$ cat config.mk
export PLATFORM = sky130hd
export DESIGN_NAME = idscan_ctrl
export DESIGN_NICKNAME = d
export VERILOG_FILES = /design/src/rtl/idscan_pkg.sv /design/src/rtl/idscan_dirsel.sv /design/src/rtl/idscan_crc.sv /design/src/rtl/idscan_table.sv /design/src/rtl/idscan_ctrl.sv
export SDC_FILE = /design/constraint.sdc
export NUM_CORES = 1
export LEC_CHECK = 0
export BUFFER_PORTS_ARGS = -buffer_cell sky130_fd_sc_hd__buf_2
export CAP_MARGIN = 30
export CELL_PAD_IN_SITES_DETAIL_PLACEMENT = 0
export CELL_PAD_IN_SITES_GLOBAL_PLACEMENT = 2
export CORE_ASPECT_RATIO = 2
export CORE_MARGIN = 2
export CORE_UTILIZATION = 35
export CTS_CLUSTER_SIZE = 20
export DETAILED_ROUTE_END_ITERATION = 16
export GPL_TIMING_DRIVEN = 0
export PLACE_DENSITY = 0.64
export SLEW_MARGIN = 0
export SYNTH_ARGS = -nofsm -noshare
export SYNTH_HDL_FRONTEND = slang
export SYNTH_SLANG_ARGS = --single-unit
$ cat constraint.sdc
create_clock -name clk -period 14.3 [get_ports clk]
set_clock_uncertainty 0.1 [all_clocks]
set_input_delay 2.86 -clock clk [delete_from_list [all_inputs] [get_ports clk]]
set_output_delay 2.86 -clock clk [all_outputs]
set_load 0.01 [all_outputs]
$ cat src/rtl/idscan_pkg.sv
package idscan_pkg;

  typedef enum logic [1:0] {
    OP_BUSRST  = 2'd0,
    OP_WRBYTE  = 2'd1,
    OP_TRIPLET = 2'd2
  } prim_op_t;

  typedef enum logic [2:0] {
    S_IDLE, S_RST, S_CMD, S_TRI, S_CHK
  } seq_state_t;

  localparam logic [7:0] SEARCH_CMD = 8'hF0;

  // Reflected CRC-8 (x^8+x^5+x^4+1), lsb first, zero start
  function automatic logic [7:0] crc8_lsb(input logic [55:0] d);
    logic [7:0] c;
    logic fb;
    c = 8'h00;
    for (int i = 0; i < 56; i++) begin
      fb = c[0] ^ d[i];
      c  = c >> 1;
      if (fb) c = c ^ 8'h8C;
    end
    return c;
  endfunction

  // Direction rule for bit index k (1..64)
  function automatic logic pick_dir(input logic [6:0] k, input logic [7:0] fam,
                                    input logic prev_bit, input logic prev_ok,
                                    input logic [6:0] last);
    if (fam != 8'h00 && k <= 7'd8) return fam[k[2:0] - 3'd1];
    else if (prev_ok && k < last)  return prev_bit;
    else                           return (k == last);
  endfunction

endpackage

$ cat src/rtl/idscan_dirsel.sv
module idscan_dirsel
  import idscan_pkg::*;
(
  input  logic [6:0]  idx,
  input  logic [7:0]  fam,
  input  logic [63:0] prev_id,
  input  logic        prev_ok,
  input  logic [6:0]  last,
  output logic        dir
);
  logic [5:0] bpos;
  assign bpos = idx[5:0] - 6'd1;
  assign dir  = pick_dir(idx, fam, prev_id[bpos], prev_ok, last);
endmodule

$ cat src/rtl/idscan_crc.sv
module idscan_crc
  import idscan_pkg::*;
(
  input  logic [63:0] id,
  output logic        ok
);
  assign ok = (crc8_lsb(id[55:0]) == id[63:56]);
endmodule

$ cat src/rtl/idscan_table.sv
module idscan_table #(
  parameter int N_IDS = 4,
  parameter int SW    = 2
) (
  input  logic          clk,
  input  logic          rst_n,
  input  logic          we,
  input  logic [SW-1:0] wslot,
  input  logic [63:0]   wdata,
  input  logic [SW-1:0] rslot,
  output logic [63:0]   rdata
);
  logic [63:0] ent [N_IDS];

  for (genvar g = 0; g < N_IDS; g++) begin : g_ent
    always_ff @(posedge clk or negedge rst_n) begin
      if (!rst_n)                        ent[g] <= '0;
      else if (we && wslot == SW'(g))    ent[g] <= wdata;
    end
  end

  assign rdata = ent[rslot];
endmodule

$ cat src/rtl/idscan_ctrl.sv
module idscan_ctrl
  import idscan_pkg::*;
#(
  parameter  int N_IDS     = 4,
  parameter  int RETRY_MAX = 3,
  localparam int CW        = $clog2(N_IDS + 1),
  localparam int SW        = (N_IDS > 1) ? $clog2(N_IDS) : 1
) (
  input  logic          clk,
  input  logic          rst_n,
  input  logic          start,
  input  logic [7:0]    family,
  input  logic [CW-1:0] limit,
  output logic          busy,
  output logic          done,
  output logic          err,
  output logic [CW-1:0] count,
  input  logic [SW-1:0] rd_slot,
  output logic [63:0]   rd_id,
  output logic          prim_req,
  output logic [1:0]    prim_op,
  output logic [7:0]    prim_wdata,
  output logic          prim_dir,
  input  logic          prim_ack,
  input  logic          prim_presence,
  input  logic          prim_b1,
  input  logic          prim_b2,
  input  logic          prim_taken
);
  localparam int RW = $clog2(RETRY_MAX + 1) > 0 ? $clog2(RETRY_MAX + 1) : 1;

  seq_state_t    state;
  logic [6:0]    bit_idx, last_col, zlast;
  logic [63:0]   cur_id, prev_id;
  logic [CW-1:0] lim_q, lim_c;
  logic [7:0]    fam_q;
  logic [RW-1:0] retries;
  logic          dir_c, crc_ok;

  // Named events for the checker and for readability
  logic start_go, tri_ack, lost_evt, fam_miss_evt, collide_evt;
  logic accept_evt, crc_fail_evt, give_up;

  assign lim_c        = (limit > CW'(N_IDS)) ? CW'(N_IDS) : limit;
  assign start_go     = start && (state == S_IDLE);
  assign tri_ack      = (state == S_TRI) && prim_ack;
  assign lost_evt     = tri_ack && prim_b1 && prim_b2;
  assign fam_miss_evt = tri_ack && !lost_evt && (fam_q != 8'h00) &&
                        (bit_idx <= 7'd8) && (prim_taken != dir_c);
  assign collide_evt  = tri_ack && !prim_taken && !prim_b1 && !prim_b2;
  assign accept_evt   = (state == S_CHK) && crc_ok;
  assign crc_fail_evt = (state == S_CHK) && !crc_ok;
  assign give_up      = (retries == RW'(RETRY_MAX));

  idscan_dirsel u_dir (
    .idx(bit_idx), .fam(fam_q), .prev_id(prev_id),
    .prev_ok(count != '0), .last(last_col), .dir(dir_c)
  );

  idscan_crc u_crc (.id(cur_id), .ok(crc_ok));

  idscan_table #(.N_IDS(N_IDS), .SW(SW)) u_tab (
    .clk(clk), .rst_n(rst_n), .we(accept_evt), .wslot(count[SW-1:0]),
    .wdata(cur_id), .rslot(rd_slot), .rdata(rd_id)
  );

  always_ff @(posedge clk or negedge rst_n) begin
    if (!rst_n) begin
      state    <= S_IDLE;
      bit_idx  <= '0;
      cur_id   <= '0;
      prev_id  <= '0;
      last_col <= '0;
      zlast    <= '0;
      count    <= '0;
      lim_q    <= '0;
      fam_q    <= '0;
      retries  <= '0;
      done     <= 1'b0;
      err      <= 1'b0;
    end else begin
      done <= 1'b0;
      unique case (state)
        S_IDLE: if (start_go) begin
          count    <= '0;
          err      <= 1'b0;
          last_col <= '0;
          retries  <= '0;
          fam_q    <= family;
          lim_q    <= lim_c;
          if (lim_c == '0) done  <= 1'b1;
          else             state <= S_RST;
        end
        S_RST: if (prim_ack) begin
          if (!prim_presence) begin
            done  <= 1'b1;
            state <= S_IDLE;
          end else begin
            state <= S_CMD;
          end
        end
        S_CMD: if (prim_ack) begin
          bit_idx <= 7'd1;
          zlast   <= '0;
          state   <= S_TRI;
        end
        S_TRI: if (prim_ack) begin
          if (lost_evt) begin
            if (give_up) begin
              err   <= 1'b1;
              done  <= 1'b1;
              state <= S_IDLE;
            end else begin
              retries <= retries + RW'(1);
              state   <= S_RST;
            end
          end else if (fam_miss_evt) begin
            done  <= 1'b1;
            state <= S_IDLE;
          end else begin
            cur_id[bit_idx[5:0] - 6'd1] <= prim_taken;
            if (collide_evt) zlast <= bit_idx;
            if (bit_idx == 7'd64) state   <= S_CHK;
            else                  bit_idx <= bit_idx + 7'd1;
          end
        end
        S_CHK: begin
          if (crc_ok) begin
            count    <= count + CW'(1);
            prev_id  <= cur_id;
            last_col <= zlast;
            retries  <= '0;
            if (zlast == '0 || (count + CW'(1)) == lim_q) begin
              done  <= 1'b1;
              state <= S_IDLE;
            end else begin
              state <= S_RST;
            end
          end else if (give_up) begin
            err   <= 1'b1;
            done  <= 1'b1;
            state <= S_IDLE;
          end else begin
            retries <= retries + RW'(1);
            state   <= S_RST;
          end
        end
        default: state <= S_IDLE;
      endcase
    end
  end

  always_comb begin
    prim_req   = 1'b0;
    prim_op    = OP_BUSRST;
    prim_wdata = 8'h00;
    prim_dir   = 1'b0;
    unique case (state)
      S_RST: prim_req = 1'b1;
      S_CMD: begin
        prim_req   = 1'b1;
        prim_op    = OP_WRBYTE;
        prim_wdata = SEARCH_CMD;
      end
      S_TRI: begin
        prim_req = 1'b1;
        prim_op  = OP_TRIPLET;
        prim_dir = dir_c;
      end
      default: ;
    endcase
  end

  assign busy = (state != S_IDLE);

endmodule

; After elaboration in Yosys (flattened, before gate mapping)
; Cells that the tools add are included.
[word_totals]
reg_bits = 426
output_inout_bits = 82
[classes]
addsub = 5
n_reduce_logical = 44
n_mux = 127
n_bitwise = 113
eq_ne = 26
n_lt_le_gt_ge = 7
[op_table]
columns = op, count
row1 = $mux 8, 57
row2 = $not 2->3, 56
row3 = $bmux 64 s2, 1
row4 = $mux 64, 2
row5 = $mux 7, 12
row6 = $bwmux 64, 1
row7 = $xor 1x1->1, 55
row8 = $pmux 7 s2, 3
row9 = $mux 3, 12
row10 = $mux 1, 24
row11 = $ne 2x2->1 const B, 12
row12 = $logic_and 1x1->1, 19
row13 = $reduce_and 6->1, 3
row14 = $pmux 3 s5, 1
row15 = $mux 2, 6
row16 = $reduce_bool 3->1, 3
row17 = $eq 8x8->1, 1
row18 = $reduce_and 4->1, 2
row19 = $reduce_bool 8->1, 1
row20 = $add 7x1->7 const B, 1
row21 = $eq 7x7->1, 1
row22 = $eq 7x7->1 const B, 1
row23 = $le 7x4->1 const B, 1
row24 = $logic_not 7->1, 1
row25 = 36 further kinds, 46

; Logic depth before layout (Yosys ltp)
[depth]
depth_word = 114
depth_mapped = 17

; Cells and area by module
; A second synthesis with hierarchy kept.
[unflattened]
hier_cells = 1637
hier_area_um2 = 21818.4
[modules_own_cells]
columns = mod, cells_per_inst, seq_area_each_um2, area_per_inst_um2, n_inst
row1 = idscan_table, 621, 6406.1, 11109.4, 1
row2 = idscan_ctrl, 759, 4254.1, 7599.8, 1
row3 = idscan_crc, 164, 0.0, 2114.5, 1
row4 = idscan_dirsel, 93, 0.0, 994.7, 1

; Worst setup path after synthesis
; Ideal clock, no wire load.
[synth_timing]
path_type = input port to output port
startpoint = in rd_slot[0]
endpoint = out rd_id[0]
t_arrival_ns = 4.380
path_buffers = 2
path_stages = 3
slack_ns = 6.960
cell_sequence = clkbuf_1 buf_1 mux4_2
[synth_between]
elab_chain_cells = 4
[synth_lines]
columns = item, line
row1 = start: declaration, idscan_ctrl.sv:18  ; input logic [SW-1:0] rd_slot,
row2 = $not 2->3 (implied by the code), idscan_table.sv:22  ; assign rdata = ent[rslot];
row3 = $bmux 64 s2, idscan_table.sv:22
row4 = $mux 64 (implied by the code) (2 in series), idscan_table.sv:22
row5 = end: declaration, idscan_ctrl.sv:19  ; output logic [63:0] rd_id,
; No other way between the ends. The select of a mux whose other input is x is not followed.

; Final worst setup path
[layout_timing]
startpoint = reg bit_idx[0]
endpoint = out prim_dir
[layout_between]
elab_chain_cells = 6
[layout_lines]
columns = item, line
row1 = start: declaration, idscan_ctrl.sv:33  ; logic [6:0] bit_idx, last_col, zlast;
row2 = start signal: assignment, idscan_ctrl.sv:124  ; else bit_idx <= bit_idx + 7'd1;
row3 = $sub 6x1->6, idscan_dirsel.sv:12  ; assign bpos = idx[5:0] - 6'd1;
row4 = $bmux 1 s6, idscan_dirsel.sv:13  ; assign dir = pick_dir(idx, fam, prev_id[bpos], prev_ok, last);
row5 = $mux 1 (implied by the code), idscan_dirsel.sv:13
row6 = $mux 1, idscan_pkg.sv:33  ; else if (prev_ok && k < last) return prev_bit;
row7 = $mux 1 *, idscan_pkg.sv:32  ; if (fam != 8'h00 && k <= 7'd8) return fam[k[2:0] - 3'd1];
row8 = $mux 1 *, idscan_ctrl.sv:158  ; unique case (state)
row9 = end: declaration, idscan_ctrl.sv:23  ; output logic prim_dir,
; Mark *: on every way between the ends. The rest lies on a longest branch, timed or not. The select of a mux whose other input is x is not followed.

==> results.rst <==
.. list-table::
   :header-rows: 1

   * - Metric
     - Value
   * - Outcome
     - finished clean
   * - Starting DRC count in detailed routing
     - 647
   * - Cell Rows
     - about 130
   * - Met3 global-route usage
     - 0.0207
   * - Antenna cells
     - 0
   * - Placer congestion estimate
     - ~0.85
   * - Type of the tightest min-delay check
     - flop to flop
   * - DIE AREA
     - 0.0637 mm^2
   * - CP Data Required Time
     - 11.34 ns
   * - Top FF cell, synth
     - sky130_fd_sc_hd__dfrtp_1
   * - Flop-to-flop setup slack
     - a little under 8 ns
   * - Start of the worst register-to-register path
     - cur_id[2]
   * - Number of synthesized flops with an enable pin
     - 0
   * - GRT met1 Usage
     - 0.220
   * - Worst-Margin Slew
     - 0.969 ns
   * - Num ports
     - a little over 100
   * - Global-route wire length before repair
     - roughly 95 mm
   * - Clock root buffer
     - sky130_fd_sc_hd__clkbuf_16
   * - Count of nets left with antenna violations after detail routing
     - 0
   * - Met2 Usage GRT
     - 0.389
   * - Total number of vias
     - ~13,000
   * - Global route hottest layer
     - met2
   * - Worst relative slew slack
     - 0.352
   * - Cell types with the highest counts after synthesis
     - sky130_fd_sc_hd__dfrtp_1, sky130_fd_sc_hd__mux2_1, sky130_fd_sc_hd__mux2_2, sky130_fd_sc_hd__nor2_1, sky130_fd_sc_hd__xnor2_1
   * - Clk pin slew, worst setup/hold paths
     - ~0.07 ns
   * - Largest cells by area after synthesis
     - sky130_fd_sc_hd__dfrtp_1, sky130_fd_sc_hd__mux2_1, sky130_fd_sc_hd__mux2_2
   * - Flip-flop and latch count after synthesis
     - about 430
   * - Biggest cell delay along the critical path
     - just under 0.9 ns
   * - Layout net count
     - between 1,500 and 2,000
   * - Most used standard cell by instance count after synthesis
     - sky130_fd_sc_hd__dfrtp_1
   * - Number of warnings issued by yosys
     - 0
   * - Highest-delay cell along the critical path
     - sky130_fd_sc_hd__nand3_1
   * - Fraction of layout instances using a drive strength above 1
     - 0.302
   * - Synth Instances
     - 1,548
   * - Total standard cell area after synthesis
     - between 0.02 and 0.025 mm^2
   * - Fmax
     - ~110 MHz
   * - Final worst-path cycle share
     - 0.641
   * - Critical Path AT
     - 6.21 ns
   * - Maximum number of pins on one net before global-route repair
     - 124
   * - DRC
     - 0
   * - Cell type with the highest aggregate area in the netlist
     - sky130_fd_sc_hd__dfrtp_1
   * - Unrepaired setup endpoints after global routing
     - no
   * - Average size of a mapped cell
     - approximately 14 um^2
   * - Area share of the leading cell type in the synthesized netlist
     - 0.494
   * - Setup TNS
     - 0 ns
   * - Final Slew Violations
     - 0
   * - Endpoint of the worst-slack reg-to-reg timing path
     - prev_id[19]
   * - Area overhead of the layout relative to synthesis
     - 14.8%
   * - Final critical-path required period
     - 9.17 ns
   * - Nature of the critical path startpoint
     - flop
   * - First-pass iteration count of the detailed router
     - 4
   * - Hold Violations, Final
     - 0
   * - Core outline area
     - just over 0.06 mm^2
   * - Post-CTS Setup Repair Bufs
     - 0
   * - Number of instances on the worst hold path
     - 1
   * - CTS Hold Bufs
     - 0
   * - Register-to-Register Path Depth
     - 15
   * - GRT Resource Usage Total
     - 0.198
   * - Clock tree from TritonCTS
     - done
   * - Clock sink count
     - about 430
   * - Proportion of register bits with asynchronous set or reset after synthesis
     - 1.00
   * - Initial Util
     - 0.354
   * - Total grt overflow
     - 0
   * - Worst Setup End Kind
     - output pin
   * - Critical Path, Cell by Cell
     - clkbuf_1 > inv_1 > ha_1 > clkbuf_1 > buf_1 > nand3_1 > o22ai_1 > nor4_1 > a311oi_1 > a21oi_1 > nor2_1 > a2111oi_0 > o21ai_0 > a21oi_1 > buf_2
   * - Peak fanout along the critical path
     - 10
   * - CTS H-Tree Depth
     - 2
   * - Initial antenna violation count
     - 0
   * - Number of port buffers
     - 96
   * - Buffer levels on the longest clock path
     - 3
   * - Sequential element share of the synthesized area
     - 0.494
   * - Beginning of the worst hold path
     - u_tab.ent[90]
   * - Number of violations of the max-capacitance limit
     - 0
   * - Count of different cell masters after synthesis
     - 60
   * - Num CTS Buffers
     - 43
   * - Skew-Pair Late Insertion Delay
     - about 0.57 ns
   * - Total of cells resized after clock tree synthesis
     - 0
   * - Average wire per standard cell
     - 24.9 um
   * - Die H
     - approximately 360 um
   * - Post-detail-place hpwl
     - around 46 mm
   * - Final routed wirelength across all metal layers
     - approximately 63 mm
   * - Die W
     - approximately 180 um
   * - End point of the most critical hold path
     - u_tab.ent[90]
   * - Vias in the first global route
     - approximately 14,000
   * - Final setup violating endpoints
     - 0
   * - Vias per inst
     - 5.14
   * - Critical path class
     - flop to output pin
-- flip-flops by register name, summed over array words and instances (netlist names), 2 cells and up --
register,cells
count,3
fam_q,8
lim_q,3
u_tab.ent,256
retries,2
last_col,7
prev_id,64
zlast,7
bit_idx,7
cur_id,64
state,3
-- layer usage --
metal  share of wire  vias to the layer above
met3           0.026                       80
met5               0                        -
met1            0.38                     6793
li1                -                     5839
met2            0.57                      232
met4           0.031                        0
-- cell families after synthesis --
logic type,synth area share
AO/OA/AOI/OAI,0.0306
XOR/XNOR,0.0948
adder cells (fa/ha/maj),0.00812
buffers and inverters,0.0320
flip-flops,0.494
multiplexers,0.287
other,0.000174
AND/OR/NAND/NOR,0.0527
-- per-stage QoR --
stage | area [um^2] | std cells | utilization | hold slack (ns) | setup WS (ns)
CTS | 24800 | 2519 | 0.407 | 0.389 | 4.90
global route | 24800 | 2519 | 0.407 | 0.398 | 4.74
floorplan | 21600 | 1551 | - | 0.359 | 6.96
finish | 24800 | 2519 | 0.407 | 0.384 | 5.13
detailed placement | 23300 | 2443 | 0.384 | 0.375 | 5.54
global placement | 23000 | 2427 | 0.378 | 0.368 | 1.72
-- cells in the final DEF, fill, tap and decap left out, types with 39 or more instances in the layout --
cell type                   Yosys  final
sky130_fd_sc_hd__mux2_1       170    170
sky130_fd_sc_hd__o21ai_0       39     39
sky130_fd_sc_hd__mux4_2        69     69
sky130_fd_sc_hd__mux2_2       160    160
sky130_fd_sc_hd__clkbuf_16      0     45
sky130_fd_sc_hd__nor2_1        79     79
sky130_fd_sc_hd__dfrtp_1      426    426
sky130_fd_sc_hd__xnor2_1       73     73
sky130_fd_sc_hd__buf_2         24    121
sky130_fd_sc_hd__mux2_4        59     59
sky130_fd_sc_hd__clkbuf_1      53     65
sky130_fd_sc_hd__nand2_1       64     64
-- worst max path at each step --
stage	endpoint	from	slack, ns
2_1_floorplan	rd_id[0]	rd_slot[0]	6.96
3_3_place_gp	u_tab.ent[232]	rst_n	1.72
3_5_place_dp	prim_dir	bit_idx[0]	5.54
4_1_cts	prim_dir	bit_idx[0]	4.90
5_1_grt	prim_dir	bit_idx[0]	4.74
6_report	prim_dir	bit_idx[0]	5.13
-- critical path: cells and delay by family, from the launching register on --
family	cells	cell delay, ns
flops	1	0.35
compound gates	6	1.80
buf+inv	5	1.74
simple gates	3	1.36
fa+ha+maj	1	0.38
-- final cells by class --
cell class,count,area (um^2)
repair buffers,112,788
clock inverters,11,138
clock buffers,65,1270
inverters,27,101
flip-flops and latches,426,10700
fillers,5753,36100
multi-input cells,980,10200
well taps,780,976
plain buffers,118,592
Power is not shown: default switching activity piles up to over one toggle a cycle in this logic, so the estimate is an artifact.
